===== src/rtl/baud_pkg.sv =====
package baud_pkg;

  localparam int DIV_W  = 8;
  localparam int PSEL_W = 2;
  localparam int SRC_W  = 2;

  typedef enum logic [SRC_W-1:0] {
    SRC_INT_DIRECT = 2'b00,
    SRC_INT_GEN    = 2'b01,
    SRC_EXT_DIRECT = 2'b10,
    SRC_EXT_GEN    = 2'b11
  } src_mode_e;

  // Field order sets the bit positions of the configuration word
  typedef struct packed {
    src_mode_e          src;
    logic [PSEL_W-1:0]  psel;
    logic [DIV_W-1:0]   div;
  } baud_cfg_t;

  localparam int CFG_W = $bits(baud_cfg_t);

  function automatic logic src_is_ext(input src_mode_e m);
    return (m == SRC_EXT_DIRECT) || (m == SRC_EXT_GEN);
  endfunction

  function automatic logic src_uses_gen(input src_mode_e m);
    return (m == SRC_INT_GEN) || (m == SRC_EXT_GEN);
  endfunction

endpackage


===== src/rtl/baud_src_stage.sv =====
// Source selection and fixed divide-by-two stage
module baud_src_stage (
  input  logic clk,
  input  logic rst_n,
  input  logic restart,
  input  logic use_ext,
  input  logic ext_en,
  output logic half_hit
);
  logic pulse;
  logic half_q;

  assign pulse    = use_ext ? ext_en : 1'b1;
  assign half_hit = pulse & half_q & ~restart;

  always_ff @(posedge clk) begin
    if (!rst_n)       half_q <= 1'b0;
    else if (restart) half_q <= 1'b0;
    else if (pulse)   half_q <= ~half_q;
  end
endmodule


===== src/rtl/baud_prescaler.sv =====
// Power-of-four prescaler: passes one of every 4**psel input steps
module baud_prescaler #(
  parameter int PSEL_W = 2
) (
  input  logic              clk,
  input  logic              rst_n,
  input  logic              restart,
  input  logic              step,
  input  logic [PSEL_W-1:0] psel,
  output logic              pre_hit
);
  localparam int NSTEP = 1 << PSEL_W;
  localparam int CNT_W = 2 * (NSTEP - 1);

  logic [CNT_W-1:0] cnt_q;
  logic [CNT_W-1:0] last;

  function automatic logic [CNT_W-1:0] last_count(input logic [PSEL_W-1:0] p);
    logic [CNT_W:0] span;
    span = (CNT_W+1)'(1) << (2 * p);
    return CNT_W'(span - 1'b1);
  endfunction

  assign last    = last_count(psel);
  assign pre_hit = step & (cnt_q == last);

  always_ff @(posedge clk) begin
    if (!rst_n)       cnt_q <= '0;
    else if (restart) cnt_q <= '0;
    else if (step)    cnt_q <= pre_hit ? '0 : cnt_q + 1'b1;
  end
endmodule


===== src/rtl/baud_divider.sv =====
// Programmable divisor; a zero divisor acts as one
module baud_divider #(
  parameter int DIV_W = 8
) (
  input  logic             clk,
  input  logic             rst_n,
  input  logic             restart,
  input  logic             step,
  input  logic [DIV_W-1:0] div,
  output logic             div_hit
);
  logic [DIV_W-1:0] cnt_q;
  logic [DIV_W-1:0] last;

  function automatic logic [DIV_W-1:0] last_count(input logic [DIV_W-1:0] d);
    return (d == '0) ? '0 : d - 1'b1;
  endfunction

  assign last    = last_count(div);
  assign div_hit = step & (cnt_q == last);

  always_ff @(posedge clk) begin
    if (!rst_n)       cnt_q <= '0;
    else if (restart) cnt_q <= '0;
    else if (step)    cnt_q <= div_hit ? '0 : cnt_q + 1'b1;
  end
endmodule


===== src/rtl/baud_quot_enc.sv =====
// Quotient to prescaler/divisor encoder with saturation
module baud_quot_enc #(
  parameter int QUOT_W = 16,
  parameter int DIV_W  = 8,
  parameter int PSEL_W = 2
) (
  input  logic [QUOT_W-1:0] req_quot,
  output logic [DIV_W-1:0]  enc_div,
  output logic [PSEL_W-1:0] enc_psel
);
  localparam int NLVL = 1 << PSEL_W;
  localparam logic [QUOT_W:0] DIV_RANGE = (QUOT_W+1)'(1) << DIV_W;

  function automatic logic [PSEL_W+DIV_W-1:0] encode(input logic [QUOT_W-1:0] q);
    logic [QUOT_W-1:0] halved;
    logic [QUOT_W-1:0] shifted;
    logic              found;
    logic [DIV_W-1:0]  d;
    logic [PSEL_W-1:0] s;
    halved = q >> 1;
    found  = 1'b0;
    d      = '1;
    s      = '1;
    for (int lvl = 0; lvl < NLVL; lvl++) begin
      shifted = halved >> (2 * lvl);
      if (!found && ({1'b0, shifted} < DIV_RANGE)) begin
        found = 1'b1;
        d     = DIV_W'(shifted);
        s     = PSEL_W'(lvl);
      end
    end
    return {s, d};
  endfunction

  assign {enc_psel, enc_div} = encode(req_quot);
endmodule


===== src/rtl/baud_tick_gen.sv =====
module baud_tick_gen
  import baud_pkg::*;
#(
  parameter int                QUOT_W    = 16,
  parameter int                OVS       = 16,
  parameter logic [DIV_W-1:0]  RST_DIV   = 8'd1,
  parameter logic [PSEL_W-1:0] RST_PSEL  = 2'd0,
  parameter logic [SRC_W-1:0]  RST_SRC   = 2'b01
) (
  input  logic              clk,
  input  logic              rst_n,
  input  logic              cfg_we,
  input  logic [CFG_W-1:0]  cfg_wdata,
  input  logic              ext_en,
  input  logic [QUOT_W-1:0] req_quot,
  output logic [DIV_W-1:0]  enc_div,
  output logic [PSEL_W-1:0] enc_psel,
  output logic              baud_tick,
  output logic              bit_tick
);
  localparam int OVS_W = $clog2(OVS);
  localparam logic [OVS_W-1:0] OVS_LAST = OVS_W'(OVS - 1);

  baud_cfg_t        cfg_q;
  logic             restart;
  logic             use_ext;
  logic             gen_path;
  logic [SRC_W-1:0] cur_src;
  logic             half_hit;
  logic             pre_hit;
  logic             div_hit;
  logic             rate_hit;
  logic             ovs_last;
  logic [OVS_W-1:0] ovs_q;

  always_ff @(posedge clk) begin
    if (!rst_n) begin
      cfg_q.src  <= src_mode_e'(RST_SRC);
      cfg_q.psel <= RST_PSEL;
      cfg_q.div  <= RST_DIV;
    end else if (cfg_we) begin
      cfg_q <= baud_cfg_t'(cfg_wdata);
    end
  end

  assign restart  = cfg_we;
  assign use_ext  = src_is_ext(cfg_q.src);
  assign gen_path = src_uses_gen(cfg_q.src);
  assign cur_src  = cfg_q.src;

  baud_src_stage u_src (
    .clk      (clk),
    .rst_n    (rst_n),
    .restart  (restart),
    .use_ext  (use_ext),
    .ext_en   (ext_en),
    .half_hit (half_hit)
  );

  baud_prescaler #(.PSEL_W(PSEL_W)) u_pre (
    .clk     (clk),
    .rst_n   (rst_n),
    .restart (restart),
    .step    (half_hit),
    .psel    (cfg_q.psel),
    .pre_hit (pre_hit)
  );

  baud_divider #(.DIV_W(DIV_W)) u_div (
    .clk     (clk),
    .rst_n   (rst_n),
    .restart (restart),
    .step    (pre_hit),
    .div     (cfg_q.div),
    .div_hit (div_hit)
  );

  baud_quot_enc #(.QUOT_W(QUOT_W), .DIV_W(DIV_W), .PSEL_W(PSEL_W)) u_enc (
    .req_quot (req_quot),
    .enc_div  (enc_div),
    .enc_psel (enc_psel)
  );

  assign rate_hit = gen_path ? div_hit : half_hit;
  assign ovs_last = (ovs_q == OVS_LAST);

  always_ff @(posedge clk) begin
    if (!rst_n)        ovs_q <= '0;
    else if (restart)  ovs_q <= '0;
    else if (rate_hit) ovs_q <= ovs_last ? '0 : ovs_q + 1'b1;
  end

  always_ff @(posedge clk) begin
    if (!rst_n || restart) begin
      baud_tick <= 1'b0;
      bit_tick  <= 1'b0;
    end else begin
      baud_tick <= rate_hit;
      bit_tick  <= rate_hit & ovs_last;
    end
  end
endmodule


===== config.mk =====
export PLATFORM = sky130hd
export DESIGN_NAME = baud_tick_gen
export DESIGN_NICKNAME = d
export VERILOG_FILES = /design/src/rtl/baud_pkg.sv /design/src/rtl/baud_src_stage.sv /design/src/rtl/baud_prescaler.sv /design/src/rtl/baud_divider.sv /design/src/rtl/baud_quot_enc.sv /design/src/rtl/baud_tick_gen.sv
export SDC_FILE = /design/constraint.sdc
export NUM_CORES = 1
export LEC_CHECK = 0
export CAP_MARGIN = 10
export CELL_PAD_IN_SITES_DETAIL_PLACEMENT = 1
export CELL_PAD_IN_SITES_GLOBAL_PLACEMENT = 1
export CORE_UTILIZATION = 41
export DETAILED_ROUTE_END_ITERATION = 6
export PLACE_DENSITY_LB_ADDON = 0.05
export SLEW_MARGIN = 5
export SYNTH_ARGS = -nofsm -noshare
export SYNTH_HDL_FRONTEND = slang
export SYNTH_SLANG_ARGS = --single-unit

===== constraint.sdc =====
create_clock -name clk -period 4.7 [get_ports clk]
set_input_delay 1.41 -clock clk [delete_from_list [all_inputs] [get_ports clk]]
set_output_delay 1.41 -clock clk [all_outputs]
set_load 0.01 [all_outputs]

# Yosys cells after proc, flatten, opt, wreduce, memory -nomap -nowiden
# Cells that the tools add are included.
# Widths: inputs -> output; s select.
[word_totals]
ff_bits = 33
out_inout_bits = 12
[classes]
addsub = 5
n_lt_le_gt_ge = 4
eq_ne = 6
shift = 1
muxes = 17
bitwise_logic = 8
reduce_logical = 12
[op_table]
columns = ["op", "count"]
rows = [
  ["$mux 8", 6],
  ["$lt 15x9->1 const B", 1],
  ["$lt 13x9->1 const B", 1],
  ["$lt 11x9->1 const B", 1],
  ["$lt 9x9->1 const B", 1],
  ["$add 8x1->8 const B", 1],
  ["$eq 8x8->1", 1],
  ["$logic_not 8->1", 1],
  ["$mux 2", 4],
  ["$sub 8x1->8 const B", 1],
  ["$add 6x1->6 const B", 1],
  ["$eq 6x6->1", 1],
  ["$mux 6", 1],
  ["$shl 1x3->6 const A", 1],
  ["$sub 6x1->6 const B", 1],
  ["$and 1x1->1", 5],
  ["$mux 1", 5],
  ["$add 4x1->4 const B", 1],
  ["$eq 2x2->1 const B", 2],
  ["$eq 4x4->1 const B", 1],
  ["$logic_not 1->1", 4],
  ["$mux 4", 1],
  ["$logic_and 1x1->1", 3],
  ["$logic_or 1x1->1", 3],
  ["3 further kinds", 5],
]

# Logic depth before layout (Yosys ltp)
[logic_depth]
ltp_word = 11
depth_mapped = 10

# Hierarchy
# From an unflattened synthesis, not the netlist that was laid out.
[unflattened]
cells_unflattened = 247
hier_area_um2 = 2112.0
[modules_own_cells]
columns = ["module", "n_inst", "cells_each", "area_each_um2", "seq_area_each_um2"]
rows = [
  ["baud_divider", 1, 91, 713.2, 160.2],
  ["baud_tick_gen", 1, 66, 698.2, 360.3],
  ["baud_prescaler", 1, 40, 340.3, 120.1],
  ["baud_quot_enc", 1, 45, 297.8, 0.0],
  ["baud_src_stage", 1, 5, 62.6, 20.0],
]

# Worst setup path before layout
# OpenSTA, ideal clock, no wires.
[synth_timing]
kind = "in2out"
from = "in req_quot[13]"
to = "out enc_div[3]"
arrival_ps = 2521
path_slack_ps = 769
stages = 5
n_path_buf = 0
cell_sequence = "or2_2 nor3_1 nand3_1 o211ai_1 o211ai_1"
[synth_via]
elab_chain_len = 11
elab_cells_between_ends = 17
cone_classes = "order compare (4); mux (7); reduce/logical (6)"
[synth_lines]
columns = ["element", "line", "source"]
rows = [
  ["from (decl)", "baud_tick_gen.sv:15", "input logic [QUOT_W-1:0] req_quot,"],
  ["$lt 15x9->1", "baud_quot_enc.sv:26", "if (!found && ({1'b0, shifted} < DIV_RANGE)) begin"],
  ["$mux 1", "baud_quot_enc.sv:26", ""],
  ["$logic_not 1->1", "baud_quot_enc.sv:26", ""],
  ["$logic_and 1x1->1", "baud_quot_enc.sv:26", ""],
  ["$mux 1", "baud_quot_enc.sv:26", ""],
  ["$logic_not 1->1", "baud_quot_enc.sv:26", ""],
  ["$logic_and 1x1->1", "baud_quot_enc.sv:26", ""],
  ["$mux 1", "baud_quot_enc.sv:26", ""],
  ["$logic_not 1->1", "baud_quot_enc.sv:26", ""],
  ["$logic_and 1x1->1", "baud_quot_enc.sv:26", ""],
  ["$mux 8 *", "baud_quot_enc.sv:26", ""],
  ["to (decl)", "baud_tick_gen.sv:16", "output logic [DIV_W-1:0] enc_div,"],
]
# Mark *: on every way between the ends. The rest lies on a longest branch, timed or not.

# Worst setup path in the final report
[layout_timing]
from = "in req_quot[13]"
to = "out enc_div[2]"
# Same word-level chain as after synthesis.

==> results.txt <==
----------------------------------------------------
[Logic synthesis]
  Netlist Area Pre-Place ... between 2000 and 2500 µm²
  Leading post-synthesis cells by cell area ... sky130_fd_sc_hd__dfxtp_1 (30%), sky130_fd_sc_hd__mux2i_1 (6.8%), sky130_fd_sc_hd__nand2_1 (4.6%)
  Cell type with the highest aggregate area in the netlist ... sky130_fd_sc_hd__dfxtp_1
  Synth Instances ... 272
  Share of async-settable or async-resettable flops after synthesis ... 0%
  Syn Nets ... around 300
  Mapped Avg Cell Area ... approximately 8.1 µm²
  Number of distinct standard cells referenced by the synthesized netlist ... between 50 and 60
  Primary FF master, synth ... sky130_fd_sc_hd__dfxtp_1
  Count of warnings emitted by yosys ... 0
  Number of storage elements in the synthesis netlist ... 33
  Seq/Total Area, Yosys ... 30.09%
  Number of synthesized flops with an enable pin ... 0
  Post-synth top area share ... between 30% and 40%

[Setup path]
  Biggest cell delay along the critical path ... about 500 ps
  Critical path start-end classification ... input pin to primary output
  Largest delay contributor family on the critical path ... buffers and inverters
  Data required time at the worst endpoint ... around 3300 ps
  Setup crit start kind ... input pin
  Arrival time at the worst endpoint ... ~3200 ps
  Maximum fanout along the worst path ... 7
  Most prevalent standard cell on the critical path ... sky130_fd_sc_hd__clkdlybuf4s50_1
  Flop-to-flop setup slack ... approximately 1800 ps
  Worst setup EP type ... primary output
  Critical Path, Cell by Cell ... clkdlybuf4s50_1 -> or2_2 -> nor3_1 -> buf_4 -> nand3_1 -> o221ai_1 -> nand2_1 -> clkdlybuf4s50_1
  Count of buffer and inverter cells on the critical path ... 3
  Slowest cell on the critical path ... sky130_fd_sc_hd__clkdlybuf4s50_1

[Clock network]
  Insertion delay to the later sink of the worst-skew pair ... just under 300 ps
  Sink Count ... 33
  Clock tree root driver cell ... sky130_fd_sc_hd__clkbuf_8
  Buffers inserted by post-CTS timing repair ... 0
  Number of buffers created by CTS ... 5
  H-tree levels ... 2
  TritonCTS clock tree ... done
  Clock-pin slew on the worst setup and hold paths ... roughly 80 ps
  CTS Buffer Depth ... 2

[Detailed routing]
  Vias after detailed routing ... between 2k and 2.5k
  Violation count after the first detailed-route iteration ... 90
  Avg Vias per Cell ... 5.518
  Antenna viol nets, final ... 0
  Detailed Route WL ... roughly 6.2 mm
  WL/cell ... around 16 µm
  Drt pass-1 iters ... 4
  DRC violation count after routing ... 0

[Run]
  Max-capacitance violation count ... 0

[Global routing]
  Pin count of the biggest net entering global routing ... 17
  Wire length of the first global-routing pass ... about 9.7 mm
  Overall fraction of global-route tracks in use ... between 20 and 25%
  Number of global-route vias before repair ... between 2k and 2.5k
  Antenna violations before repair ... 0
  Total grt overflow ... 0

[Place]
  DP Wirelength ... around 4.5 mm
  Cell area after placement ... between 2000 and 3000 µm²
  Dpl ws ... -12.34 ps
  Number of port buffers ... 42
  Final Wtd Congestion ... 0.8185

[Timing]
  Hold Vio Cnt, Final ... 0
  Worst setup skew after layout ... 12.06 ps
  Transition time at the pin with the least slew margin ... between 800 and 900 ps
  Worst slew slack as a fraction of its limit ... between 40% and 50%
  Fin worst setup slack ... slightly below 100 ps
  Tmin final ... 4603 ps
  Timing-limited maximum frequency ... ~220 MHz
  Worst hold-check slack ... 529.0 ps
  Final setup vio count ... 0
  Number of max-slew violations in the final report ... 0
  Period Utilization, post-route ... between 90% and 100%

[Power]
  Sw Share ... between 20% and 30%
  Part of the power in combinational logic ... 19.1%
  Largest vdd supply drop ... roughly 0.00017 V
  Net switching power figure ... around 0.19 mW
  Part of the total power dissipated in sequential elements ... around two fifths
  Internal power contribution ... approximately 0.53 mW
  Power per unit of standard cell area ... 252.8 nW/µm²
  Static leakage ... 1.091 nW
  Clock network power share ... 39.8%

[Die]
  Horizontal die dimension ... 75.18 µm
  I/O pins ... 44
  Row count ... 26
  Chip height ... 75.18 µm
  Std-Cell Core Area ... about 5000 µm²
  Starting Density ... a little over two fifths
  Area of the die ... about 5700 µm²

[Cells and area]
  Fraction of layout instances using a drive strength above 1 ... roughly a tenth
  Count of antenna diodes in the layout ... 0
  Number of nets in the layout ... 355
  Synth-to-layout area growth ... 30.66%
  Final non-filler cell area ... about 2900 µm²
  Number of fillers in the final layout ... 654
  Final core utilization ... 55.82%

[Worst hold path]
  Class of the tightest hold or removal check ... register to register

[Status]
  Run status ... complete, no violations

----------------------------------------------------
## state kept, by name, indices dropped and copies added (netlist names)
register      cells
u_src.half_q      1
bit_tick          1
ovs_q             4
baud_tick         1
cur_src           2
u_pre.cnt_q       6
cfg_q            10
u_div.cnt_q       8
## worst paths after layout
kind                                 from                       to  cells after the start
setup reg to reg    cfg_q[0]$_SDFFE_PN1P_    ovs_q[0]$_SDFFE_PP0P_                     10
hold reg to reg   cur_src[1]$_SDFFE_PN0P_  cur_src[1]$_SDFFE_PN0P_                      2
setup / recovery             req_quot[13]               enc_div[2]                      8
hold / removal    cur_src[1]$_SDFFE_PN0P_  cur_src[1]$_SDFFE_PN0P_                      2
## cell families after synthesis
logic type / after synthesis / share of synthesized area [%]
AND/OR/NAND/NOR: 129 / 31.51
AO/OA/AOI/OAI: 53 / 17.83
flip-flops: 33 / 30.09
XOR/XNOR: 19 / 7.578
buffers and inverters: 19 / 3.874
multiplexers: 15 / 6.837
adder cells (fa/ha/maj): 4 / 2.279
## per-stage QoR
stage | std cells | TNS (ps) | power (mW)
2_1_floorplan | 272 | 0 | 0.3792
3_5_place_dp | 382 | -12.34 | 0.4414
6_report | 390 | 0 | 0.7252
4_1_cts | 390 | 0 | 0.7290
5_1_grt | 390 | -7.570 | 0.7544
3_3_place_gp | 382 | 0 | 0.4371
## power groups by stage
stage               clock [mW]  sequential (mW)  combinational, mW
global route             0.303            0.300              0.151
CTS                      0.291            0.298              0.139
floorplan                    0            0.299             0.0804
detailed placement           0            0.305              0.137
finish                   0.289            0.298              0.138
global placement             0            0.304              0.133
## routing by layer
metal | share of wire, % | global-route usage (%) | vias up
li1 | - | - | 1078
met3 | 3.0 | 3.882 | 6
met4 | 0.66 | 4.733 | 0
met1 | 46 | 26.89 | 1032
met5 | 0 | 0 | -
met2 | 50 | 41.94 | 36
## worst min-delay path, delay by kind of cell, from the launching register on
| kind | cells | cell delay, ps |
|---|---|---|
| DFF | 1 | 340 |
| muxes | 1 | 70 |
| and+or+nand+nor | 1 | 90 |
## synth_stat cells (2+ instances only)
cell type / instances
sky130_fd_sc_hd__a21boi_0: 2
sky130_fd_sc_hd__nor3b_1: 3
sky130_fd_sc_hd__o211ai_1: 6
sky130_fd_sc_hd__o31ai_1: 2
sky130_fd_sc_hd__dfxtp_1: 33
sky130_fd_sc_hd__o21ai_0: 8
sky130_fd_sc_hd__a21oi_1: 8
sky130_fd_sc_hd__nor3_1: 15
sky130_fd_sc_hd__ha_1: 4
sky130_fd_sc_hd__a211oi_1: 2
sky130_fd_sc_hd__nor2b_1: 14
sky130_fd_sc_hd__and2_1: 3
sky130_fd_sc_hd__o22ai_1: 4
sky130_fd_sc_hd__nand4_1: 7
sky130_fd_sc_hd__o221ai_1: 2
sky130_fd_sc_hd__or2_2: 3
sky130_fd_sc_hd__nand3_1: 12
sky130_fd_sc_hd__nand2_1: 27
sky130_fd_sc_hd__mux2i_1: 15
sky130_fd_sc_hd__a22oi_1: 2
sky130_fd_sc_hd__xnor2_1: 8
sky130_fd_sc_hd__clkbuf_1: 9
sky130_fd_sc_hd__nand3b_1: 2
sky130_fd_sc_hd__nor2_1: 27
sky130_fd_sc_hd__nand2b_1: 4
sky130_fd_sc_hd__and3_1: 4
sky130_fd_sc_hd__buf_2: 5
sky130_fd_sc_hd__inv_1: 4
sky130_fd_sc_hd__a21o_1: 2
sky130_fd_sc_hd__xor2_1: 11
## what timing repair did
action | 4_1_cts | 5_1_grt
pin swaps | 0 | 1
cloned | 0 | 0
gates resized for setup | 1 | 5
hold endpoints to repair | 0 | 0
hold buffers | 0 | 0
setup endpoints to repair | 1 | 5
## area by class of cell
type	count	area (µm²)	share of cell area (%)
clock buffer	6	82.58	2.878
multi-input combinational	220	1460	50.89
sequential	33	660.6	23.03
clock inverter	2	37.54	1.308
timing repair buffer	55	525.5	18.32
tap	70	87.58	3.053
inverter	4	15.01	0.5233
## placed cells by master, fill, tap and decap left out, types with 6 or more instances in the layout
master	Yosys	final
sky130_fd_sc_hd__buf_4	0	13
sky130_fd_sc_hd__nor2b_1	14	14
sky130_fd_sc_hd__clkdlybuf4s50_1	0	39
sky130_fd_sc_hd__xor2_1	11	11
sky130_fd_sc_hd__o21ai_0	8	8
sky130_fd_sc_hd__mux2i_1	15	15
sky130_fd_sc_hd__a21oi_1	8	8
sky130_fd_sc_hd__dfxtp_1	33	33
sky130_fd_sc_hd__nor2_1	27	25
sky130_fd_sc_hd__nand2_1	27	27
sky130_fd_sc_hd__nand4_1	7	7
sky130_fd_sc_hd__clkbuf_8	0	6
sky130_fd_sc_hd__nand3_1	12	12
sky130_fd_sc_hd__xnor2_1	8	8
sky130_fd_sc_hd__nor3_1	15	15
sky130_fd_sc_hd__o211ai_1	6	6
Power figures use the tool's default switching activity.
